--- config.mk ---
export PLATFORM = sky130hd
export DESIGN_NAME = pixel_rmw_writer
export DESIGN_NICKNAME = d
export VERILOG_FILES = /design/src/rtl/pixel_rmw_writer.sv
export SDC_FILE = /design/constraint.sdc
export NUM_CORES = 1
export LEC_CHECK = 0
export CAP_MARGIN = 20
export CORE_MARGIN = 3
export CORE_UTILIZATION = 55
export DETAILED_ROUTE_END_ITERATION = 10
export DONT_BUFFER_PORTS = 1
export PLACE_DENSITY_LB_ADDON = 0.15
export SETUP_SLACK_MARGIN = 0.15
export SLEW_MARGIN = 20
export SYNTH_ARGS = -nofsm -noshare
export SYNTH_HDL_FRONTEND = slang
export SYNTH_SLANG_ARGS = --single-unit
--- constraint.sdc ---
create_clock -name clk -period 4.3 [get_ports clk]
set_input_delay 0.86 -clock clk [delete_from_list [all_inputs] [get_ports clk]]
set_output_delay 0.86 -clock clk [all_outputs]
set_load 0.02 [all_outputs]
--- src/rtl/pixel_rmw_writer.sv ---
module pixel_rmw_writer #(
  parameter int ADDR_W  = 24,
  parameter int COORD_W = 12
) (
  input  logic               clk,
  input  logic               rst_n,
  input  logic [ADDR_W-1:0]  cfg_base,
  input  logic [COORD_W-1:0] cfg_width,
  input  logic [COORD_W-1:0] cfg_height,
  input  logic [1:0]         cfg_bpp_sel,
  input  logic               px_valid,
  input  logic [COORD_W-1:0] px_x,
  input  logic [COORD_W-1:0] px_y,
  input  logic [7:0]         px_color,
  output logic               px_cts,
  input  logic               flush,
  output logic               mem_rd,
  output logic               mem_wr,
  output logic [ADDR_W-1:0]  mem_addr,
  output logic [7:0]         mem_wdata,
  input  logic [7:0]         mem_rdata,
  input  logic               mem_rvalid
);
  localparam int PIX_W = 2 * COORD_W;

  typedef enum logic [1:0] {S_IDLE, S_WB, S_RD, S_WAIT} st_t;

  st_t               st;
  logic [ADDR_W-1:0] c_addr, p_addr;
  logic [7:0]        c_data, p_mask, p_bits;
  logic              c_valid, flushing;

  logic [PIX_W-1:0]  pix;
  logic [PIX_W-1:0]  byte_off;
  logic [3:0]        bpp;
  logic [2:0]        slot_max, lsb;
  logic [7:0]        fmask, fbits;
  logic [ADDR_W-1:0] px_addr;
  logic              in_bounds, take, hit;

  assign pix       = PIX_W'(px_y) * PIX_W'(cfg_width) + PIX_W'(px_x);
  assign bpp       = 4'd1 << cfg_bpp_sel;
  assign slot_max  = 3'd7 >> cfg_bpp_sel;
  assign lsb       = (slot_max - (pix[2:0] & slot_max)) << cfg_bpp_sel;
  assign fmask     = 8'((9'd1 << bpp) - 9'd1) << lsb;
  assign fbits     = (px_color << lsb) & fmask;
  assign byte_off  = pix >> (3'd3 - {1'b0, cfg_bpp_sel});
  assign px_addr   = cfg_base + ADDR_W'(byte_off);
  assign in_bounds = (px_x < cfg_width) && (px_y < cfg_height);

  assign px_cts    = (st == S_IDLE) && !flush;
  assign take      = px_valid && px_cts && in_bounds;
  assign hit       = c_valid && (px_addr == c_addr);

  assign mem_rd    = (st == S_RD);
  assign mem_wr    = (st == S_WB);
  assign mem_addr  = (st == S_WB) ? c_addr : p_addr;
  assign mem_wdata = c_data;

  always_ff @(posedge clk or negedge rst_n) begin
    if (!rst_n) begin
      st       <= S_IDLE;
      c_valid  <= 1'b0;
      flushing <= 1'b0;
      c_addr   <= '0;
      c_data   <= '0;
      p_addr   <= '0;
      p_mask   <= '0;
      p_bits   <= '0;
    end else begin
      case (st)
        S_IDLE: begin
          if (flush) begin
            if (c_valid) begin
              st       <= S_WB;
              flushing <= 1'b1;
            end
          end else if (take) begin
            if (hit) begin
              c_data <= (c_data & ~fmask) | fbits;
            end else begin
              p_addr   <= px_addr;
              p_mask   <= fmask;
              p_bits   <= fbits;
              flushing <= 1'b0;
              st       <= c_valid ? S_WB : S_RD;
            end
          end
        end
        S_WB: begin
          if (flushing) begin
            c_valid <= 1'b0;
            st      <= S_IDLE;
          end else begin
            st <= S_RD;
          end
        end
        S_RD: st <= S_WAIT;
        S_WAIT: begin
          if (mem_rvalid) begin
            c_data  <= (mem_rdata & ~p_mask) | p_bits;
            c_addr  <= p_addr;
            c_valid <= 1'b1;
            st      <= S_IDLE;
          end
        end
        default: st <= S_IDLE;
      endcase
    end
  end
endmodule

==> summary.md, run 1 <==
| Metric | Value |
|---|---|
| Status | finished, violations left |
| Failing checks | setup timing |
| # DRC | 0 |
| Sinks on Clock Net | 76 |
| Synth Area per Inst | 8.767 um2 |
| Net count after synthesis | 1727 |
| CTS tree | built |
| Fillers | 1730 |
| CP arrival | 8.68 ns |
| Routed WL per cell | ~18 um |
| Nature of the critical path endpoint | flop |
| Fmax | 118.2 MHz |
| Core Rows | 54 |
| Cells after Synth | between 1000 and 1500 |
| Worst-Margin Slew | around 0.74 ns |
| RSZ-0062 raised after global routing | true |
| Clock skew | about 0.0084 ns |
| Post-route ant nets | 0 |
| Initial Utilization | approximately 56% |
| Yosys synthesis warning count | 0 |
| Placer Congestion | ~0.93 |
| Reg area | 1902 um2 |
| Global Route Usage Sum | 28.35% |
| Synthesized cell area | 12320 um2 |
| Core Region | 21890 um2 |
| Critical Path Source Type | primary input |
| Layout cells sized above 1 | between 20% and 30% |
| Skew-Pair Late Insertion Delay | 0.35 ns |
| Final Critical Period | between 8 and 9 ns |
| CP Buf/Inv Count | 10 |
| Max Slew Vio Count | 0 |
| Total gr overflow | 0 |
| Max_cap viols | 0 |
| Largest net degree at the start of global routing | 77 |
| Seq cells post-synth | 76 |
| Nets | 1907 |
| CTS max path bufs | 2 |
| CTS root buffer | clkbuf_16 |
| Post-synth ARST share | 100.0% |
| Chip width | about 160 um |
| Slew margin rel. | between 50% and 60% |
| CP max stage cell | fa_1 |
| Crit path largest cell delay | 0.53 ns |
| Post-DP HPWL | around 27 mm |
| Worst path required time | 4.52 ns |
| Vias per Instance | 5.657 |
| Clk pin slew, worst setup/hold paths | ~0.07 ns |
| Post-Layout Cell Count | roughly 1900 |
| First-pass GRT wire length | 55.72 mm |
| Post-CTS Hold Fix Bufs | 0 |
| Most used flip-flop cell after synthesis | dfrtp_1 |
| Number of flops mapped to enable cells by yosys | 0 |
| Commonest non-fill, non-tap cells in the layout | 222 x inv_1, 212 x buf_4, 137 x nand2_1 |
| Die extent in y | 155.7 um |
| Leading cell type in the layout, fill and taps excluded | inv_1 |
| Fin Setup TNS | -206.36 ns |
| Kind of cell adding the most delay to the critical path | adder cells |
| Yosys cell types | 71 |
| Most frequent cell on the critical path | fa_1 |
| PnR worst setup slack | -4.160 ns |
| Vias in the first global route | between 10000 and 15000 |
| I/O Buffers | 0 |
| Final Hold Viols | 0 |
| Design area | 15120 um2 |
| Die area | 24230 um2 |
| Layout area overhead | 22.72% |
| 1st-pass router iterations | 5 |
| Placed cell count | 1808 |
| DR iter-0 viols | ~600 |
| Worst slack at placement | -4.656 ns |
| Final wirelength | 33.94 mm |
| TritonCTS Buffers | 9 |
| Antenna violations before repair | 0 |
| Fin crit share | 196.7% |
| Ports | 130 |
| H-tree Lvls | 3 |
| WS Path Type | primary input to flop |
| Final setup fails | 51 |
| Worst-path maximum fanout | 13 |
| Placed cell areas | 14000 um2 |
| Multi-input gate area | between 9000 and 10000 um2 |
| Via count | 10590 |
| Register area share after synthesis | ~15% |
| Worst Hold Class | primary input to async pin |
==> path summary, 6_finish.rpt <==
check / cells past startpoint / from / to / slack [ns]
worst max-delay path: 37 / px_y[7] / p_addr[12] / -4.16
worst min-delay path: 0 / rst_n / p_bits[1] / 0.20
worst max register to register: 14 / c_addr[6] / p_addr[12] / 1.04
worst min register to register: 1 / flushing / c_valid / 0.48
max in group asynchronous: 0 / rst_n / p_addr[5] / 3.95
min in group clk: 1 / flushing / c_valid / 0.48
==> per-stage QoR <==
step	util, %	hold slack (ns)
detailed placement	63.97	0.4810
CTS	68.18	0.1980
global route	69.04	0.1871
floorplan	-	0.4403
global placement	63.97	0.4578
finish	69.06	0.2000
==> cell usage after synthesis, drive strengths merged (8+ instances only) <==
| cell | n | area (um2) |
|---|---|---|
| clkbuf | 57 | 214.0 |
| nor3 | 20 | 111.4 |
| nand4 | 17 | 106.4 |
| buf | 12 | 77.57 |
| ha | 115 | 1439 |
| mux2i | 45 | 450.4 |
| nor4 | 8 | 50.05 |
| xor2 | 16 | 140.1 |
| mux2 | 82 | 1032 |
| nand2 | 137 | 514.2 |
| fa | 112 | 2242 |
| o211ai | 11 | 82.58 |
| nor2b | 11 | 68.82 |
| inv | 224 | 840.8 |
| nor2 | 57 | 214.0 |
| a21oi | 60 | 300.3 |
| a31oi | 8 | 50.05 |
| nand3 | 24 | 120.1 |
| o21a | 17 | 127.6 |
| and2 | 78 | 488.0 |
| xnor2 | 38 | 332.8 |
| a21o | 16 | 120.1 |
| dfrtp | 76 | 1902 |
| o21ai | 52 | 260.3 |
==> logic make-up after synthesis <==
logic type	after synthesis	share of synthesized area, %
AO/OA/AOI/OAI	236	13.06
XOR/XNOR	59	4.754
adder cells (fa/ha/maj)	227	29.88
buffers and inverters	293	9.193
flip-flops	76	15.44
multiplexers	127	12.04
AND/OR/NAND/NOR	387	15.63
==> per-layer routing <==
metal  vias to the layer above  GRT usage, %  wire [um]
met1                      5134         35.45      13950
met5                         -             0          0
met4                         0         8.962        902
li1                       5059             -          -
met2                       330         48.93      16690
met3                        62         6.463       2403
==> timing repair <==
item,in CTS,in global routing
setup buffers,34,7
gates resized for setup,54,24
gates cloned,4,0
endpoints found under the setup margin,51,51
pin swaps,52,28
==> area by class of cell <==
type	count	area share [%]
diodes	1	0.01655
clock buffers	9	1.490
clock inverters	7	0.5297
inverters	224	5.562
multi-input cells	1036	64.39
flip-flops and latches	76	12.58
well taps	280	2.317
repair buffers	238	13.11
Power of run 1 is not shown: default switching activity piles up to over one toggle a cycle in this logic, so the estimate is an artifact.
==> run 2, diff against run 1 <==
--- a/config.mk
+++ b/config.mk
@@ -5,6 +5,7 @@
 export SDC_FILE = /design/constraint.sdc
 export NUM_CORES = 1
 export LEC_CHECK = 0
+export ABC_AREA = 1
 export CAP_MARGIN = 20
 export CORE_MARGIN = 3
 export CORE_UTILIZATION = 55
==> summary.md, run 2 <==
| Metric | Value |
|---|---|
| Dominant cell type by area after synthesis | fa_1 |
| Max_cap viols | 0 (unchanged) |
| R2R Setup Slk | 1.43 ns (+0.39 ns) |
| Top cells by area, synth | fa_1 18%, nand2_1 16%, dfrtp_1 16%, inv_1 13%, ha_1 12% |
| Total gr overflow | 0 (unchanged) |
| Fin crit share | 172.8% (-24 points) |
| Yosys cell types | 47 (-34%) |
| Placer Congestion | 0.9082 (-2.2%) |
| TritonCTS Buffers | 9 (unchanged) |
| Worst path required time | 4.53 ns (about the same) |
| Core Rows | 53 (-1.9%) |
| 1st-pass router iterations | 5 (unchanged) |
| Placed cell count | 2167 (+20%) |
| Clk pin slew, worst setup/hold paths | 0.06 ns (about the same) |
| Worst slack at placement | -3.708 ns (+0.9479 ns) |
| Worst Hold Class | primary input to async pin |
| Status | finished, violations left |
| Seq cells post-synth | 76 (unchanged) |
| # DRC | 0 (unchanged) |
| Commonest non-fill, non-tap cells in the layout | 465 x nand2_1, 410 x inv_1, 168 x buf_4 |
| Core Region | 21490 um2 (-1.9%) |
| DR iter-0 viols | 789 (+31%) |
| Post-DP HPWL | 25.25 mm (-4.9%) |
| Nature of the critical path endpoint | flop |
| Routed WL per cell | 15.37 um (-15%) |
| Number of flops mapped to enable cells by yosys | 0 (unchanged) |
| Global Route Usage Sum | 27.76% (-0.59 points) |
| Register area share after synthesis | 15.51% (+0.072 points) |
| Skew-Pair Late Insertion Delay | 0.35 ns (about the same) |
| CP arrival | 7.66 ns (-1.02 ns) |
| Final Hold Viols | 0 (unchanged) |
| Net count after synthesis | 2118 (+23%) |
| Max Slew Vio Count | 0 (unchanged) |
| Fmax | 134.6 MHz (+14%) |
| Reg2Reg Launch Point | st[1] |
| CP Buf/Inv Count | 13 (+3) |
| Leading cell type in the layout, fill and taps excluded | nand2_1 |
| CTS root buffer | clkbuf_16 |
| Synth Area per Inst | 6.827 um2 (-22%) |
| Die extent in y | 155.3 um (-0.22%) |
| Worst-path maximum fanout | 13 (unchanged) |
| Post-Layout Cell Count | 2225 (+19%) |
| Slew margin rel. | 28.97% (-21 points) |
| Min Hold Slack | 0.2140 ns (+0.01398 ns) |
| Vias per Instance | 5.284 (-6.6%) |
| RSZ-0062 raised after global routing | true |
| Synthesized cell area | 12260 um2 (-0.47%) |
| PnR worst setup slack | -3.129 ns (+1.031 ns) |
| Ports | 130 (unchanged) |
| Worst-Margin Slew | 1.063 ns (+0.3221 ns) |
| R2R depth | 11 (-3) |
| WS Path Type | primary input to flop |
| Final setup fails | 51 (unchanged) |
| Kind of cell adding the most delay to the critical path | adder cells |
| Die area | 24120 um2 (-0.45%) |
| Clock skew | 0.01378 ns (+0.005390 ns) |
| Final Util | 70.54% (+1.5 points) |
| H-tree Lvls | 3 (unchanged) |
| Top cell type's share of synthesized area | 18.29% (+0.085 points) |
| Post-route ant nets | 0 (unchanged) |
| Final Critical Period | 7.429 ns (-1.031 ns) |
| Most used flip-flop cell after synthesis | dfrtp_1 |
| Sinks on Clock Net | 76 (unchanged) |
| Final wirelength | 34.21 mm (+0.78%) |
| Crit path largest cell delay | 0.55 ns (+0.02 ns) |
| CTS max path bufs | 2 (unchanged) |
| CP max stage cell | fa_1 |
| Largest net degree at the start of global routing | 77 (unchanged) |
| Cells after Synth | 1796 (+28%) |
| I/O Buffers | 0 (unchanged) |
| Chip width | 155.3 um (-0.22%) |
| Layout cells sized above 1 | 21.57% (-4.1 points) |
| Most frequent cell on the critical path | nand2_1 |
| CTS tree | built |
| Failing checks | setup timing |
| Most frequent cell after synthesis | nand2_1 |
| First-pass GRT wire length | 55.07 mm (-1.2%) |
| Synth cell count leaders | 521 x nand2_1, 423 x inv_1, 115 x ha_1 |
| Layout area overhead | 23.61% |
| Via count | 11760 (+11%) |
| Nets | 2264 (+19%) |
| Antenna violations before repair | 2 (+2) |
| Post-synth ARST share | 100.0% (unchanged) |
| Initial Utilization | 57.06% (+0.79 points) |
| Critical Path Source Type | primary input |
| Vias in the first global route | 11840 (+5.9%) |
| Yosys synthesis warning count | 0 (unchanged) |
run 2: cell count changes in the layout (fill, tap and decap cells not counted), moves of 21 or more:
cell and change:
mux2_4 -34, nand3_2 +21, and2_1 -75, xnor2_1 -22
mux2_2 -48, o21ai_2 +31, nand3_1 +30, buf_4 -44
mux2i_1 -37, nand2_1 +328, nand2_2 +60, inv_1 +188
o21ai_0 +53
run 2: how the worst max path moves through the flow:
stage	from	to	slack (ns)	cells past startpoint
after detailed placement	cfg_width[0]	st[1]	-3.71	41
after global routing	cfg_width[1]	p_bits[5]	-3.49	47
after global placement	cfg_width[0]	st[1]	-3.55	41
after CTS	px_y[9]	p_addr[23]	-2.90	44
final	px_y[6]	p_bits[1]	-3.13	47
after floorplan	px_y[6]	flop	-3.00	47
run 2: what timing repair did:
item	in CTS	in global routing
setup endpoints to repair	51	51
setup buffers	23	9
gates cloned	3	4
pin swaps	53	43
hold buffers	0	0
gates resized for setup	104	88
run 2: final cells by class:
type | instances | area [um2]
Fill cell | 1787 | 6330
Clock inverter | 3 | 68.82
Sequential cell | 76 | 1902
Multi-Input combinational cell | 1239 | 9300
Inverter | 425 | 1610
Antenna cell | 3 | 7.507
Tap cell | 275 | 344.1
Clock buffer | 13 | 260.3
Timing Repair Buffer | 191 | 1663
run 2: cells by family (layout without fill, tap and decap cells):
logic type,Yosys count,count (layout),share of synthesized area [%]
AO/OA/AOI/OAI,228,228,10.48
XOR/XNOR,34,34,2.674
adder cells (fa/ha/maj),227,227,30.02
buffers and inverters,482,632,15.36
flip-flops,76,76,15.51
multiplexers,7,7,0.5715
other,0,3,0
AND/OR/NAND/NOR,742,743,25.38
run 2: metrics by stage:
step / setup TNS (ns) / instance area, um2
after floorplan: -150.97 / 12490
after global placement: -172.87 / 13640
after detailed placement: -178.12 / 13640
after CTS: -145.49 / 14600
after global routing: -175.56 / 15150
final: -157.22 / 15160
run 2: per-layer routing:
metal / up-vias / routed length [um] / track usage (%)
met4: 2 / 1139 / 8.754
met2: 339 / 16600 / 48.08
li1: 5752 / - / -
met1: 5591 / 14110 / 35.52
met3: 73 / 2357 / 4.784
met5: - / 7 / 0
run 2: worst register-to-register path: cells and delay by family, from the launching register on:
family	cells	cell delay (ns)
buffers and inverters	2	0.38
DFF	1	0.43
and+or+nand+nor	9	1.94
Power of run 2 is left out for the same reason.
